File: src/rtl/fir_par_pkg.sv
`timescale 1ns/1ps
package fir_par_pkg;

    // full-precision output width for a given sample, coefficient and tap count
    function automatic int out_width(int dw, int cw, int taps);
        return dw + cw + ((taps > 1) ? $clog2(taps) : 0);
    endfunction

    // number of partial sums carried into later words
    function automatic int carry_len(int taps);
        return (taps > 1) ? taps - 1 : 1;
    endfunction

    // number of time offsets one word's products can reach
    function automatic int span(int lanes, int taps);
        return lanes + taps - 1;
    endfunction

    // true when input lane (offs - tap) exists inside one word
    function automatic bit lane_hit(int offs, int tap, int lanes);
        return (offs - tap >= 0) && (offs - tap < lanes);
    endfunction

endpackage

File: src/rtl/fir_par_lane_mul.sv
`timescale 1ns/1ps
// One input lane multiplied by every coefficient in parallel.
module fir_par_lane_mul #(
    parameter int TAPS = 4,
    parameter int DW   = 16,
    parameter int CW   = 16,
    localparam int PW  = DW + CW
) (
    input  logic signed [DW-1:0]   x,
    input  logic signed [CW-1:0]   ws [TAPS],
    output logic [TAPS*PW-1:0]     prod
);
    for (genvar i = 0; i < TAPS; i++) begin : g_tap
        logic signed [PW-1:0] p_i;
        assign p_i = x * ws[i];
        assign prod[i*PW +: PW] = p_i;
    end
endmodule

File: src/rtl/fir_par_carry.sv
`timescale 1ns/1ps
// Partial sums that belong to later words.
module fir_par_carry #(
    parameter int CL = 3,
    parameter int OW = 34
) (
    input  logic                 clk,
    input  logic                 rst,
    input  logic                 en,
    input  logic signed [OW-1:0] nxt [CL],
    output logic signed [OW-1:0] q   [CL]
);
    for (genvar m = 0; m < CL; m++) begin : g_cr
        always_ff @(posedge clk) begin
            if (rst)
                q[m] <= '0;
            else if (en)
                q[m] <= nxt[m];
        end
    end
endmodule

File: src/rtl/fir_par_out_reg.sv
`timescale 1ns/1ps
// Output word register and the valid delay.
module fir_par_out_reg #(
    parameter int LANES = 4,
    parameter int OW    = 34
) (
    input  logic                   clk,
    input  logic                   rst,
    input  logic                   en,
    input  logic signed [OW-1:0]   y [LANES],
    output logic                   valid_q,
    output logic [LANES*OW-1:0]    data_q
);
    always_ff @(posedge clk) begin
        if (rst)
            valid_q <= 1'b0;
        else
            valid_q <= en;
    end

    for (genvar j = 0; j < LANES; j++) begin : g_lane
        always_ff @(posedge clk) begin
            if (rst)
                data_q[j*OW +: OW] <= '0;
            else if (en)
                data_q[j*OW +: OW] <= y[j];
        end
    end
endmodule

File: src/rtl/fir_par_transposed.sv
`timescale 1ns/1ps
module fir_par_transposed
    import fir_par_pkg::*;
#(
    parameter int LANES = 4,
    parameter int TAPS  = 4,
    parameter int DW    = 16,
    parameter int CW    = 16,
    parameter logic [TAPS*CW-1:0] COEFS = {16'h0002, 16'h0010, 16'hFFF8, 16'h0004},
    localparam int OW   = out_width(DW, CW, TAPS)
) (
    input  logic                  clk,
    input  logic                  rst,
    input  logic                  in_valid,
    input  logic [LANES*DW-1:0]   in_data,
    output logic                  out_valid,
    output logic [LANES*OW-1:0]   out_data
);
    localparam int CL = carry_len(TAPS);
    localparam int SP = span(LANES, TAPS);
    localparam int PW = DW + CW;

    logic signed [DW-1:0] xs [LANES];
    logic signed [CW-1:0] ws [TAPS];
    logic [TAPS*PW-1:0]   prodv [LANES];
    logic signed [OW-1:0] acc [SP];
    logic signed [OW-1:0] carry_q   [CL];
    logic signed [OW-1:0] carry_nxt [CL];
    logic signed [OW-1:0] y [LANES];
    logic [CL*OW-1:0]     carry_flat;

    // unpack operands
    for (genvar i = 0; i < TAPS; i++) begin : g_coef
        assign ws[i] = COEFS[i*CW +: CW];
    end

    // every lane times every tap
    for (genvar p = 0; p < LANES; p++) begin : g_lane
        assign xs[p] = in_data[p*DW +: DW];
        fir_par_lane_mul #(.TAPS(TAPS), .DW(DW), .CW(CW)) u_mul (
            .x   (xs[p]),
            .ws  (ws),
            .prod(prodv[p])
        );
    end

    // gather products by time offset from lane 0 of this word
    for (genvar o = 0; o < SP; o++) begin : g_offs
        logic signed [OW-1:0] term [TAPS];
        for (genvar i = 0; i < TAPS; i++) begin : g_term
            if (lane_hit(o, i, LANES)) begin : g_on
                assign term[i] = OW'($signed(prodv[o-i][i*PW +: PW]));
            end else begin : g_off
                assign term[i] = '0;
            end
        end
        always_comb begin
            acc[o] = '0;
            for (int i = 0; i < TAPS; i++)
                acc[o] = acc[o] + term[i];
        end
    end

    // carry chain: offsets beyond this word shift down by LANES
    for (genvar m = 0; m < CL; m++) begin : g_cnxt
        if (TAPS < 2) begin : g_none
            assign carry_nxt[m] = '0;
        end else if (LANES + m < CL) begin : g_chain
            assign carry_nxt[m] = acc[LANES+m] + carry_q[LANES+m];
        end else begin : g_last
            assign carry_nxt[m] = acc[LANES+m];
        end
        assign carry_flat[m*OW +: OW] = carry_q[m];
    end

    fir_par_carry #(.CL(CL), .OW(OW)) u_carry (
        .clk(clk),
        .rst(rst),
        .en (in_valid),
        .nxt(carry_nxt),
        .q  (carry_q)
    );

    // output lanes: this word's sums plus the history carried in
    for (genvar j = 0; j < LANES; j++) begin : g_y
        if (TAPS > 1 && j < CL) begin : g_add
            assign y[j] = acc[j] + carry_q[j];
        end else begin : g_pass
            assign y[j] = acc[j];
        end
    end

    fir_par_out_reg #(.LANES(LANES), .OW(OW)) u_out (
        .clk    (clk),
        .rst    (rst),
        .en     (in_valid),
        .y      (y),
        .valid_q(out_valid),
        .data_q (out_data)
    );
endmodule

File: config.mk
export PLATFORM = sky130hd
export DESIGN_NAME = fir_par_transposed
export DESIGN_NICKNAME = d
export VERILOG_FILES = /design/src/rtl/fir_par_pkg.sv /design/src/rtl/fir_par_lane_mul.sv /design/src/rtl/fir_par_carry.sv /design/src/rtl/fir_par_out_reg.sv /design/src/rtl/fir_par_transposed.sv
export SDC_FILE = /design/constraint.sdc
export NUM_CORES = 1
export LEC_CHECK = 0
export ABC_AREA = 1
export BUFFER_PORTS_ARGS = -buffer_cell sky130_fd_sc_hd__buf_2
export CAP_MARGIN = 0
export CORE_ASPECT_RATIO = 1.1
export CORE_UTILIZATION = 41
export DETAILED_ROUTE_END_ITERATION = 10
export GPL_TIMING_DRIVEN = 0
export PLACE_DENSITY = 0.56
export SYNTH_ARGS = -nofsm -noshare
export SYNTH_HDL_FRONTEND = slang
export SYNTH_SLANG_ARGS = --single-unit
File: constraint.sdc
create_clock -name clk -period 5.5 [get_ports clk]
set_input_delay 0.55 -clock clk [delete_from_list [all_inputs] [get_ports clk]]
set_output_delay 0.55 -clock clk [all_outputs]
set_load 0.005 [all_outputs]
==> results of run 1 <==
## registers in the layout, indices dropped and copies added, names as in the netlist
| signal | flops |
|---|---|
| u_carry.q | 69 |
| u_out.valid_q | 1 |
| u_out.data_q | 132 |
## how the worst max path moves through the flow
stage                           start                        endpoint  slack, ps  cells past startpoint
after floorplan           in_data[31]  u_out.data_q[101]$_SDFFE_PP0P_       1330                     16
after global routing      in_data[15]  u_out.data_q[132]$_SDFFE_PP0P_        520                     16
after CTS                 in_data[15]  u_out.data_q[132]$_SDFFE_PP0P_        890                     16
after detailed placement  in_data[15]  u_out.data_q[132]$_SDFFE_PP0P_        300                     16
final                     in_data[15]  u_out.data_q[132]$_SDFFE_PP0P_        910                     16
after global placement    in_data[31]   u_out.data_q[92]$_SDFFE_PP0P_        -40                     19
## cells by family after synthesis
logic type	Yosys count
adders and majority gates	340
xor gates and xnor gates	118
AOI/OAI and AO/OA	384
other	1
buffers and inverters	1030
and+or+nand+nor	2007
DFF	202
## power groups by stage
stage               sequential (mW)  clock [mW]  combinational [mW]
floorplan                      1.83           0                3.36
global placement               1.84           0                4.86
detailed placement             1.84           0                4.88
CTS                            1.81        2.12                4.91
global route                   1.83        2.18                5.58
finish                         1.81        2.08                4.94
## critical path, stage by stage
cell,delay (ps)
buf_2,870
fa_1,610
inv_1,600
fa_1,520
inv_1,70
ha_1,310
nand2_1,160
inv_1,70
a21oi_1,160
nand2_1,90
a21oi_1,180
nand2_1,80
nand2_1,150
nand3_1,370
nand2_1,170
inv_1,50
## cells in the mapped netlist (all sizes together)
cell	number
a21boi	1
a21o	9
a21oi	188
a31oi	1
and2	8
and3	1
buf	35
clkbuf	39
conb	1
dfxtp	202
fa	166
ha	174
inv	956
nand2	1140
nand3	245
nand3b	5
nand4	25
nor2	556
nor3	22
nor3b	1
nor4	3
o211ai	8
o21a	2
o21ai	160
o21bai	15
or2	1
xnor2	22
xor2	96
## per-layer routing
layer,vias up,global-route usage
li1,12710,-
met1,11310,0.3817
met2,637,0.5235
met3,154,0.04999
met4,26,0.08099
met5,-,0
## per-stage QoR
step | setup TNS (ps) | instance area, um^2
finish | 0 | 27750
global route | 0 | 27750
CTS | 0 | 27740
detailed placement | 0 | 26720
global placement | -92.49 | 26700
floorplan | 0 | 24740
## final cells by class
class                   instances  share of cell area
well taps                     768             0.03463
inverters                     956              0.1293
diodes                          4           0.0003607
repair buffers                200             0.03661
plain buffers                  74             0.01163
clock inverters                14            0.009513
multi-input cells            2853              0.6050
flip-flops and latches        202              0.1457
clock buffers                  35             0.02723
==> metrics, run 1 <==
root buffer cell=clkbuf_16; RSZ-0062 raised after global routing=no; Max Used Layer=met5; Post-Synth Simple-Gate Area=0.3322; Resize count post-CTS=0; depth of the worst hold-timing path=3; top post-synthesis cells by area=nand2_1 (17%), dfxtp_1 (16%), inv_1 (14%); reg-to-reg endpoint=u_out.data_q[93]$_SDFFE_PP0P_; Clk Latency, worst-skew pair=590 ps; R2R Setup Slk=2110 ps; met2 WL=43.26 mm; initial antenna violation count=19; CTS tree=built; Die Wd=236.2 um; register area=0.004044 mm^2; mux cell area share after synthesis=0; Post-CTS Setup Bufs=0; Post-Route M1 WL=40.70 mm; Worst-Margin Slew=1467 ps; layout cells sized above 1=0.07522; Syn Inst Count=4082; global-route usage over all layers=0.3001; routed wire length per instance=18.08 um; FP Rows=94; Final nets=4721; clock network fraction of total power=0.236; pre-CTS setup slack=296.4 ps; CTS Buf Count=27; R2R cell count=14; Congestion Overflow GR=0; Comb power frac=0.559; post-synthesis compound-gate area fraction=0.08190; total power=8.828 mW; cell taking the most area after synthesis=nand2_1; Fin Hold WS=312.6 ps; Die H=259.6 um; DRT iter0 DRCs=1581; # DRC=0; fin cells=5106; max_cap viols=0; arrival time at the worst endpoint=5060 ps; post-synth top area share=0.1721; relative slew slack=0.02229; hold_buf cts=0; period utilization=0.8348; max-slew violations=0; largest net degree at the start of global routing=37; Critical Path Sink Type=register; Vias=24840; H-tree level count=1; final core utilization=0.4645; clock sink count=202; Worst EP required=5970 ps; first-pass GRT wire length=139.4 mm; core box area=0.05975 mm^2; status=finished, final reports clean; most common cell after layout, fill and taps aside=nand2_1; crit path max fanout=36; Clock transition at path regs=60 ps; critical hold path startpoint=in_data[55]; Reg2Reg Launch Point=u_carry.q[16]$_SDFFE_PP0P_; P_int=4.664 mW; number of synthesized register bits=202; die area=0.06131 mm^2; Hold EP=u_carry.q[8]$_SDFFE_PP0P_; Worst Setup Path Type=in2reg; Worst setup SP type=input port; Post-Syn Area=0.02473 mm^2; Leakage=16.72 nW; ANT nets after route=0; Hold WC Path Type=in2reg; metal3 WL=5.567 mm; Initial Util=0.4140; area occupied by multi-input gates=0.01679 mm^2; Via density=4.864; final WL=92.31 mm; Reg power frac=0.205; Area Growth Syn to Fin=12.21%; final setup margin=908.5 ps; Synth warnings=0; pwr dens=318.1 mW/mm^2; Peak VDD IR=0.0002814 V; min Tclk post-route=4591 ps; # IOs=204; Mean Syn Cell Area=6.059 um^2; switch share=0.4717; HPWL Detailed=77.27 mm; number of distinct library cells after synthesis=45; drt first pass iters=6; Fmax achieved=217.8 MHz; synthesized-area fraction occupied by adder cells=0.2224; placed insts=5053; CTS Buffer Depth=3; sequential-to-total area share from yosys stat=0.1635; most frequent cells in the layout=nand2_1 (1134), inv_1 (942), nor2_1 (551), nand3_1 (233), buf_2 (222); # setup viols final=0; routability cong.=0.9801; clock skew=24.76 ps; vias in the first global route=23550; NetSw=4.164 mW; Port Buffer Count=199; XOR/XNOR share of the synthesized area=0.04179; Fill cells=6635; final hold viol count=0; largest family of logic cells by synthesized area=simple AND/OR/NAND/NOR gates
No activity file was read; power rests on OpenSTA's default activity.
==> run 2, diff against run 1 <==
ABC_AREA = 0   (was 1)
PLACE_DENSITY = 0.59   (was 0.56)
clock period = 4 ns   (was 5.5 ns; I/O delays follow)
==> run 2 against run 1 <==
  * Critical path depth up 4
  * Utilization up 5.3 points
  * Critical path type unchanged
  * Combinational power up 40%
  * Power up 37%
  * Cell count down 33%
  * Register-to-register slack worse by 1800 ps
  * Area after synthesis down 17%
  * Final area down 8.4%
  * Via count down 24%
  * Flip-flop and latch count unchanged
  * Routed wire length down 21%
==> metrics, run 2 <==
ANT nets after route=0 (unchanged); Top FF cell, synth=dfxtp_1 (unchanged); root buffer cell=clkbuf_16 (unchanged); most frequent cells in the layout=inv_1 (279), nor2_1 (213), dfxtp_1 (202), nand2_1 (198), buf_2 (179) (was nand2_1 (1134), inv_1 (942), nor2_1 (551), nand3_1 (233), buf_2 (222)); vias in the first global route=18700 (was 23550); sequential-to-total area share from yosys stat=0.1977 (was 0.1635); top post-synthesis cells by count=inv_1 (301), nor2_1 (219), nand2_1 (214) (was nand2_1 (1134), inv_1 (943), nor2_1 (551)); routed wire length per instance=21.07 um (was 18.08 um); Clock transition at path regs=60 ps (about the same); Post-Syn Area=0.02045 mm^2 (was 0.02473 mm^2); Congestion Overflow GR=0 (unchanged); final WL=72.57 mm (was 92.31 mm); arrival time at the worst endpoint=4410 ps (was 5060 ps); biggest regs=u_out.data_q: 132 flops, u_carry.q: 69 flops, u_out.valid_q: 1 flops (unchanged); first-pass GRT wire length=109.6 mm (was 139.4 mm); Clk Latency, worst-skew pair=580 ps (was 590 ps); final setup TNS=0 ps (unchanged); Synth warnings=0 (unchanged); Area Growth Syn to Fin=24.22% (was 12.21%); DRT iter0 DRCs=1029 (was 1581); number of synthesized register bits=202 (unchanged); Mean Syn Cell Area=8.287 um^2 (was 6.059 um^2); Worst Setup Path Type=in2reg (unchanged); most common cell after layout, fill and taps aside=inv_1 (was nand2_1); Peak VDD IR=0.0003353 V (was 0.0002814 V); Critical Path Sink Type=register (unchanged); core box area=0.04913 mm^2 (was 0.05975 mm^2); # setup viols final=0 (unchanged); top post-synthesis cells by area=dfxtp_1 (20%), fa_1 (16%), ha_1 (11%) (was nand2_1 (17%), dfxtp_1 (16%), inv_1 (14%)); die area=0.05079 mm^2 (was 0.06131 mm^2); CTS Buf Count=27 (unchanged); post-synth top area share=0.1977 (was 0.1721); Most flops, register=u_out.data_q (unchanged); Die Wd=215.0 um (was 236.2 um); relative slew slack=0.05433 (was 0.02229); H-tree level count=1 (unchanged); clock skew=25.30 ps (was 24.76 ps); Hold WC Path Type=in2reg (unchanged); layout cells sized above 1=0.1972 (was 0.07522); period utilization=0.9883; cell area after layout=0.02541 mm^2 (was 0.02775 mm^2); crit path max fanout=5 (was 36); Syn Inst Count=2468 (was 4082); Port Buffer Count=199 (unchanged); CTS Buffer Depth=3 (unchanged); drt first pass iters=7 (was 6); min Tclk post-route=3953 ps; placed instance area=0.02269 mm^2 (was 0.02672 mm^2); # IOs=204 (unchanged); Worst EP required=4450 ps (was 5970 ps); final core utilization=0.5171 (was 0.4645); cell taking the most area after synthesis=dfxtp_1 (was nand2_1); Fmax achieved=253.0 MHz; HPWL Detailed=57.12 mm (was 77.27 mm); number of distinct library cells after synthesis=74 (was 45); Vias=18800 (was 24840); Worst setup SP type=input port (unchanged); global-route usage over all layers=0.2806 (was 0.3001); Final nets=3176 (was 4721); Worst-Margin Slew=1418 ps (was 1467 ps); pwr dens=476.1 mW/mm^2 (was 318.1 mW/mm^2); max_cap viols=0 (unchanged); FP Rows=85 (was 94); status=finished, final reports clean (unchanged); RSZ-0062 raised after global routing=yes (was no); largest net degree at the start of global routing=35 (was 37); initial antenna violation count=8 (was 19); count leader, synth=inv_1 (was nand2_1); Initial Util=0.4163 (was 0.4140); Leakage=12.02 nW (was 16.72 nW); Die H=236.3 um (was 259.6 um); pre-CTS setup slack=-1880 ps (was 296.4 ps); CP startpoint=in_data[20] (was in_data[15]); # DRC=0 (unchanged); max reg flops=132 (unchanged); number of synthesized flops with an enable pin=0 (unchanged); max-slew violations=0 (unchanged); CTS tree=built (unchanged); critical hold path startpoint=in_data[34] (was in_data[55]); Reg2Reg Launch Point=u_carry.q[66]$_SDFFE_PP0P_ (was u_carry.q[16]$_SDFFE_PP0P_); fraction of registers with async set/reset=0 (unchanged); Via density=5.458 (was 4.864); routability cong.=0.9187 (was 0.9801); Fill cells=4738 (was 6635); final hold viol count=0 (unchanged); final setup margin=46.74 ps (was 908.5 ps); clock sink count=202 (unchanged)
==> run 2: kinds of logic (layout without fill, tap and decap cells) <==
logic type,after synthesis,in the layout,share of synthesized area
muxes,94,94,0.04606
other,1,7,0.0001833
and+or+nand+nor,656,656,0.1466
adders and majority gates,340,340,0.2689
xor gates and xnor gates,183,183,0.07836
AOI/OAI and AO/OA,597,597,0.1889
buffers and inverters,395,713,0.07329
DFF,202,202,0.1977
==> run 2: worst paths after layout <==
kind	endpoint	slack, ps	cells after the start
setup / recovery	u_out.data_q[99]$_SDFFE_PP0P_	50	20
hold / removal	u_carry.q[37]$_SDFFE_PP0P_	130	3
setup reg to reg	u_out.data_q[66]$_SDFFE_PP0P_	310	14
hold reg to reg	u_out.data_q[27]$_SDFFE_PP0P_	450	2
==> run 2: layout make-up <==
class                   instances  area, um^2  share of cell area
clock inverters                14       133.9            0.005269
well taps                     652       815.8             0.03211
clock buffers                  35       755.7             0.02974
repair inverters                1       7.507           0.0002955
inverters                     302        1182             0.04654
diodes                          3       7.507           0.0002955
plain buffers                  85       451.7             0.01778
flip-flops and latches        202        4044              0.1592
repair buffers                276        1778             0.06998
multi-input cells            1874       16230              0.6388
==> run 2: repair_timing <==
action	4_1_cts	5_1_grt
setup endpoints to repair	54	40
gates resized for setup	104	175
pin swaps	24	102
buffers inserted	23	53
gates cloned	1	0
hold buffers	0	0
==> run 2: power by group <==
part           switching (mW)  internal (mW)
Sequential              0.255           2.43
Combinational            3.94           3.00
Clock                    1.02           1.46
Total                    5.21           6.89
==> run 2: worst max-delay path, cell delays in order <==
cell and delay, ps:
buf_12 100, clkinvlp_4 80, nand3_4 90, nor2_4 120, and4_4 270, clkbuf_16 160, nand3_2 90, xnor2_2 150
fa_2 470, fa_2 550, inv_2 50, ha_4 260, a21oi_4 160, o21ai_2 90, a31oi_4 230, a211oi_2 110
or3_4 380, a41o_1 190, a211o_1 250, a32o_1 210
==> run 2: per-layer routing <==
metal / share of wire / global-route usage / routed length (um)
met1: 0.43 / 0.3628 / 31370
met5: 0.00074 / 0 / 54
met3: 0.054 / 0.03443 / 3941
met4: 0.037 / 0.09394 / 2658
met2: 0.48 / 0.4818 / 34540
==> run 2: per-stage QoR <==
| step | hold WS [ps] | cells | power [mW] |
|---|---|---|---|
| final | 126.1 | 3444 | 12.10 |
| after global routing | 125.2 | 3443 | 12.97 |
| after CTS | 197.4 | 3394 | 11.69 |
| after detailed placement | 437.1 | 3323 | 8.923 |
| after global placement | 432.4 | 3322 | 8.849 |
| after floorplan | 425.0 | 2471 | 7.069 |
